==> config.mk <==
export PLATFORM = sky130hd
export DESIGN_NAME = mac_chan_router
export DESIGN_NICKNAME = d
export VERILOG_FILES = /design/src/rtl/mac_chan_router_pkg.sv /design/src/rtl/mac_chan_router_table.sv /design/src/rtl/mac_chan_router_match.sv /design/src/rtl/mac_chan_router_prio.sv /design/src/rtl/mac_chan_router.sv
export SDC_FILE = /design/constraint.sdc
export NUM_CORES = 2
export LEC_CHECK = 0
export BUFFER_PORTS_ARGS = -buffer_cell sky130_fd_sc_hd__buf_2
export CORE_ASPECT_RATIO = 2
export CORE_MARGIN = 2
export CORE_UTILIZATION = 64
export DETAILED_ROUTE_END_ITERATION = 10
export PLACE_DENSITY = 0.81
export SLEW_MARGIN = 40
export SYNTH_ARGS = -nofsm -noshare
export SYNTH_HDL_FRONTEND = slang
export SYNTH_HIERARCHICAL = 1
export SYNTH_SLANG_ARGS = --single-unit
==> constraint.sdc <==
create_clock -name clk_i -period 6.1 [get_ports clk_i]
set_input_delay 0.915 -clock clk_i [delete_from_list [all_inputs] [get_ports clk_i]]
set_output_delay 0.915 -clock clk_i [all_outputs]
set_load 0.005 [all_outputs]
==> src/rtl/mac_chan_router_pkg.sv <==
package mac_chan_router_pkg;
  localparam int ADDR_W  = 48;
  localparam int N_BYTES = ADDR_W / 8;

  typedef struct packed {
    logic               valid;
    logic               use_sa;
    logic [N_BYTES-1:0] bmask;
    logic [ADDR_W-1:0]  addr;
  } addr_ent_t;
endpackage

==> src/rtl/mac_chan_router_table.sv <==
module mac_chan_router_table
  import mac_chan_router_pkg::*;
#(
  parameter int N_ENTRIES = 32,
  parameter int N_CHANS   = 10,
  localparam int IDX_W = $clog2(N_ENTRIES),
  localparam int CH_W  = $clog2(N_CHANS)
) (
  input  logic               clk_i,
  input  logic               rst_ni,
  input  logic               wr_en_i,
  input  logic [IDX_W-1:0]   wr_idx_i,
  input  logic [ADDR_W-1:0]  wr_addr_i,
  input  logic [N_BYTES-1:0] wr_bmask_i,
  input  logic               wr_use_sa_i,
  input  logic               wr_route_i,
  input  logic [CH_W-1:0]    wr_chan_i,
  input  logic               wr_valid_i,
  input  logic               sel_wr_i,
  input  logic [IDX_W-1:0]   sel_idx_i,
  input  logic [N_CHANS-1:0] sel_data_i,
  output addr_ent_t          ent_o   [N_ENTRIES],
  output logic               route_o [N_ENTRIES],
  output logic [N_CHANS-1:0] sel_o   [N_ENTRIES]
);
  localparam logic [CH_W:0] CH_LIMIT = N_CHANS[CH_W:0];

  addr_ent_t          ent_q   [N_ENTRIES];
  logic               route_q [N_ENTRIES];
  logic [CH_W-1:0]    chan_q  [N_ENTRIES];
  logic [N_CHANS-1:0] sel_q   [N_ENTRIES];

  logic               chan_ok;
  logic [N_CHANS-1:0] prim_bit;

  assign chan_ok  = {1'b0, wr_chan_i} < CH_LIMIT;
  // primary channel merged as a one-hot bit on select writes
  assign prim_bit = route_q[sel_idx_i] ? (N_CHANS'(1) << chan_q[sel_idx_i]) : '0;

  always_ff @(posedge clk_i or negedge rst_ni) begin
    if (!rst_ni) begin
      for (int i = 0; i < N_ENTRIES; i++) begin
        ent_q[i]   <= '0;
        route_q[i] <= 1'b0;
        chan_q[i]  <= '0;
        sel_q[i]   <= '0;
      end
    end else begin
      if (wr_en_i && chan_ok) begin
        ent_q[wr_idx_i]   <= '{valid: wr_valid_i, use_sa: wr_use_sa_i,
                               bmask: wr_bmask_i, addr: wr_addr_i};
        route_q[wr_idx_i] <= wr_route_i;
        chan_q[wr_idx_i]  <= wr_chan_i;
      end
      if (sel_wr_i) sel_q[sel_idx_i] <= sel_data_i | prim_bit;
    end
  end

  assign ent_o   = ent_q;
  assign route_o = route_q;
  assign sel_o   = sel_q;
endmodule

==> src/rtl/mac_chan_router_match.sv <==
module mac_chan_router_match
  import mac_chan_router_pkg::*;
#(
  parameter int N_ENTRIES = 32
) (
  input  addr_ent_t              ent_i [N_ENTRIES],
  input  logic [ADDR_W-1:0]      da_i,
  input  logic [ADDR_W-1:0]      sa_i,
  output logic [N_ENTRIES-1:0]   hit_o
);
  for (genvar i = 0; i < N_ENTRIES; i++) begin : g_ent
    if (i == 0) begin : g_full
      // entry 0: full destination compare, mask and select unused
      assign hit_o[i] = ent_i[i].valid && (da_i == ent_i[i].addr);
    end else begin : g_masked
      logic [ADDR_W-1:0]  key;
      logic [N_BYTES-1:0] byte_ok;
      assign key = ent_i[i].use_sa ? sa_i : da_i;
      for (genvar b = 0; b < N_BYTES; b++) begin : g_byte
        assign byte_ok[b] = ent_i[i].bmask[b] ||
                            (key[8*b +: 8] == ent_i[i].addr[8*b +: 8]);
      end
      assign hit_o[i] = ent_i[i].valid && (&byte_ok);
    end
  end
endmodule

==> src/rtl/mac_chan_router_prio.sv <==
module mac_chan_router_prio #(
  parameter int N_ENTRIES = 32,
  localparam int IDX_W = $clog2(N_ENTRIES)
) (
  input  logic [N_ENTRIES-1:0] hit_i,
  output logic                 found_o,
  output logic [IDX_W-1:0]     idx_o
);
  always_comb begin
    found_o = |hit_i;
    idx_o   = '0;
    for (int i = N_ENTRIES - 1; i >= 0; i--) begin
      if (hit_i[i]) idx_o = IDX_W'(i);
    end
  end
endmodule

==> src/rtl/mac_chan_router.sv <==
module mac_chan_router
  import mac_chan_router_pkg::*;
#(
  parameter int N_ENTRIES = 32,
  parameter int N_CHANS   = 10,
  localparam int IDX_W = $clog2(N_ENTRIES),
  localparam int CH_W  = $clog2(N_CHANS)
) (
  input  logic               clk_i,
  input  logic               rst_ni,
  input  logic               route_en_i,
  input  logic               wr_en_i,
  input  logic [IDX_W-1:0]   wr_idx_i,
  input  logic [47:0]        wr_addr_i,
  input  logic [5:0]         wr_bmask_i,
  input  logic               wr_use_sa_i,
  input  logic               wr_route_i,
  input  logic [CH_W-1:0]    wr_chan_i,
  input  logic               wr_valid_i,
  input  logic               sel_wr_i,
  input  logic [IDX_W-1:0]   sel_idx_i,
  input  logic [N_CHANS-1:0] sel_data_i,
  input  logic               frm_vld_i,
  input  logic [47:0]        frm_da_i,
  input  logic [47:0]        frm_sa_i,
  output logic               res_vld_o,
  output logic               match_o,
  output logic [IDX_W-1:0]   match_idx_o,
  output logic [N_CHANS-1:0] chan_mask_o
);
  localparam logic [N_CHANS-1:0] DEF_MASK = N_CHANS'(1);

  addr_ent_t          ent   [N_ENTRIES];
  logic               route [N_ENTRIES];
  logic [N_CHANS-1:0] sel   [N_ENTRIES];
  logic [N_ENTRIES-1:0] hit;
  logic               found;
  logic [IDX_W-1:0]   win_idx;
  logic [N_CHANS-1:0] mask_d;

  mac_chan_router_table #(.N_ENTRIES(N_ENTRIES), .N_CHANS(N_CHANS)) u_table (
    .clk_i, .rst_ni,
    .wr_en_i, .wr_idx_i, .wr_addr_i, .wr_bmask_i, .wr_use_sa_i,
    .wr_route_i, .wr_chan_i, .wr_valid_i,
    .sel_wr_i, .sel_idx_i, .sel_data_i,
    .ent_o(ent), .route_o(route), .sel_o(sel)
  );

  mac_chan_router_match #(.N_ENTRIES(N_ENTRIES)) u_match (
    .ent_i(ent), .da_i(frm_da_i), .sa_i(frm_sa_i), .hit_o(hit)
  );

  mac_chan_router_prio #(.N_ENTRIES(N_ENTRIES)) u_prio (
    .hit_i(hit), .found_o(found), .idx_o(win_idx)
  );

  assign mask_d = (found && route_en_i && route[win_idx]) ? sel[win_idx] : DEF_MASK;

  always_ff @(posedge clk_i or negedge rst_ni) begin
    if (!rst_ni) begin
      res_vld_o   <= 1'b0;
      match_o     <= 1'b0;
      match_idx_o <= '0;
      chan_mask_o <= DEF_MASK;
    end else begin
      res_vld_o <= frm_vld_i;
      if (frm_vld_i) begin
        match_o     <= found;
        match_idx_o <= win_idx;
        chan_mask_o <= mask_d;
      end
    end
  end
endmodule

==> flow_metrics.env <==
export IMPL_crit_arrival_ns=6.90
export IMPL_dieArea_um2=201200
export IMPL_power_density_nw_per_um2=320.2
export IMPL_drv_slew=0
export IMPL_ff_latch_area_um2=57220
export IMPL_grt_overflow_total=0
export IMPL_routed_wl_um=452700
export IMPL_numCtsBuffers=209
export IMPL_clkLatencyLatePin_ns=0.91
export IMPL_placementRows=230
export IMPL_cts_root_buf="clkbuf_16"
export IMPL_h_tree_depth=4
export IMPL_startpoint_type="flip-flop"
export IMPL_utilization_pct=72.09
export IMPL_syn_area_um2=126300
export IMPL_yosysWarnings=6
export IMPL_critPathKind="reg -> reg"
export IMPL_worstHoldPathCells=2
export IMPL_die_x_um=318.2
export IMPL_whs_ns=0.3885
export IMPL_clock_sinks=2282
export IMPL_area_growth_pct=12.00
export IMPL_dpl_hpwl_um=301600
export IMPL_hold_end="u_table/ent_o[1776]"
export IMPL_max_cap_viol_count=0
export IMPL_grt_pass1_vias=95205
export IMPL_drtAntennaViolNets=0
export IMPL_min_from="wr_addr_i[40]"
export IMPL_final_period_utilization_pct=100.8
export IMPL_reg2reg_depth=19
export IMPL_grt_max_degree=159
export IMPL_drive_above_1_share_pct=34.69
export IMPL_wire_per_inst_um=34.59
export IMPL_fin_nets=10499
export IMPL_cp_max_fo=15
export IMPL_ioPinCount=200
export IMPL_cts_path_max_buffers=4
export IMPL_cts_tree="built"
export IMPL_die_h_um=632.3
export IMPL_pre_cts_slack_ns=-0.1344
export IMPL_hold_violations=0
export IMPL_power_mw=45.30
export IMPL_setup_viol=2
export IMPL_status="complete, but fails checks"
export IMPL_layout_commonest_cell="dfrtp_1"
export IMPL_portBuffers=199
export IMPL_regToRegSetupSlack_ns=-0.05
export IMPL_start_util_pct=64.37
export IMPL_multi_input_area_um2=65010
export IMPL_violations="negative setup slack"
export IMPL_grt_pass1_wl_um=651300
export IMPL_min_period_ns=6.151
export IMPL_fmax_ghz=0.1626
export IMPL_avgSynthCellArea_um2=12.44
export IMPL_fin_ws_ns=-0.05060
export IMPL_via_per_inst=6.856
export IMPL_worstMarginPinSlew_ns=1.023
export IMPL_nFillCells=13287
export IMPL_grt_use_total_pct=44.60
export IMPL_worstReg2RegEnd="chan_mask_o[1]"
export IMPL_endpoint_kind="flip-flop"
export IMPL_drc=0
export IMPL_reg2reg_from="u_table/ent_o[502]"
export IMPL_gp_congestion=0.9922
export IMPL_antenna_found_initial=72
export IMPL_clk_pin_slew_ns=0.07
export IMPL_hp_class="in -> reg"
export IMPL_vias=89720
export IMPL_finalSetupTns_ns=-0.06556
export IMPL_drt_initial_drc_count=8378
export IMPL_synth_cells=10157
export IMPL_slew_headroom_pct=31.20
export IMPL_drtPass1Iterations=6
export IMPL_syn_nets=10340
export IMPL_fin_worst_skew_ns=0.04115
export IMPL_ir_drop_mv=0.3359
export IMPL_cp_required_ns=6.85
export IMPL_core_um2=196300
export IMPL_p_leak_nw=60.06
export IMPL_final_cell_mix="dfrtp_1 (2250), mux2_2 (2046), mux2i_1 (1798)"
power breakdown:
| group | switching (mW) | internal [mW] |
|---|---|---|
| clock network | 6.09 | 8.11 |
| logic | 5.66 | 5.53 |
| registers | 2.27 | 17.6 |
flip-flops by register name, indices dropped and copies added (netlist names):
register	flops
u_table/sel_o	320
match_idx_o	5
match_o	1
u_table/ent_o	1785
res_vld_o	1
u_table/chan_q	128
chan_mask_o	10
u_table/route_o	32
critical path, cell delays in order, from the launching register on:
cell      delay [ns]
dfrtp_4         0.84
buf_4           0.28
mux2i_1         0.25
xnor2_1         0.10
nor4_1          0.88
a21oi_1         0.17
or3_1           0.53
nor4_2          0.30
buf_4           0.16
a211oi_1        0.04
o31ai_1         0.29
buf_4           0.17
a21o_4          0.39
buf_12          0.19
buf_4           0.11
mux4_2          0.48
mux2i_1         0.24
o22ai_1         0.25
nor2_1          0.15
o22ai_1         0.07
worst max path at each step:
stage                       startpoint             end  slack [ns]  cells past startpoint
floorplan                 frm_da_i[26]  chan_mask_o[5]        1.13                     21
global placement          frm_sa_i[29]  chan_mask_o[1]        -0.1                     21
detailed placement        frm_sa_i[24]  chan_mask_o[1]       -0.13                     22
CTS                 u_table/ent_o[110]  chan_mask_o[1]        0.17                     20
global route        u_table/ent_o[110]  chan_mask_o[1]       -0.01                     20
finish              u_table/ent_o[502]  chan_mask_o[1]       -0.05                     19
final cells by class:
| cell class | count | share of cell area, % |
|---|---|---|
| antenna | 55 | 0.09727 |
| clock buffer | 284 | 4.240 |
| clock inverter | 91 | 0.8781 |
| inverter | 23 | 0.06102 |
| multi-input combinational | 6822 | 45.94 |
| sequential | 2282 | 40.44 |
| tap | 2552 | 2.257 |
| timing repair buffer | 978 | 6.080 |
what timing repair did:
item	4_1_cts	5_1_grt
setup endpoints to repair	0	10
hold endpoints to repair	14	0
resized for setup	0	3
setup buffers	0	3
hold buffers	1	0
metal layers:
layer	vias up	wire (um)	global-route usage, %
met5	-	236	0
met4	38	59040	48.35
met3	2237	37790	9.965
met2	5106	210000	71.08
met1	46029	145700	46.93
li1	36310	-	-
through the flow:
stage,area [um2],instances
after floorplan,126300,10157
after global placement,133500,12640
after detailed placement,133800,12646
after CTS,141000,13022
after global routing,141400,13054
final,141500,13087
Power figures use the tool's default switching activity.
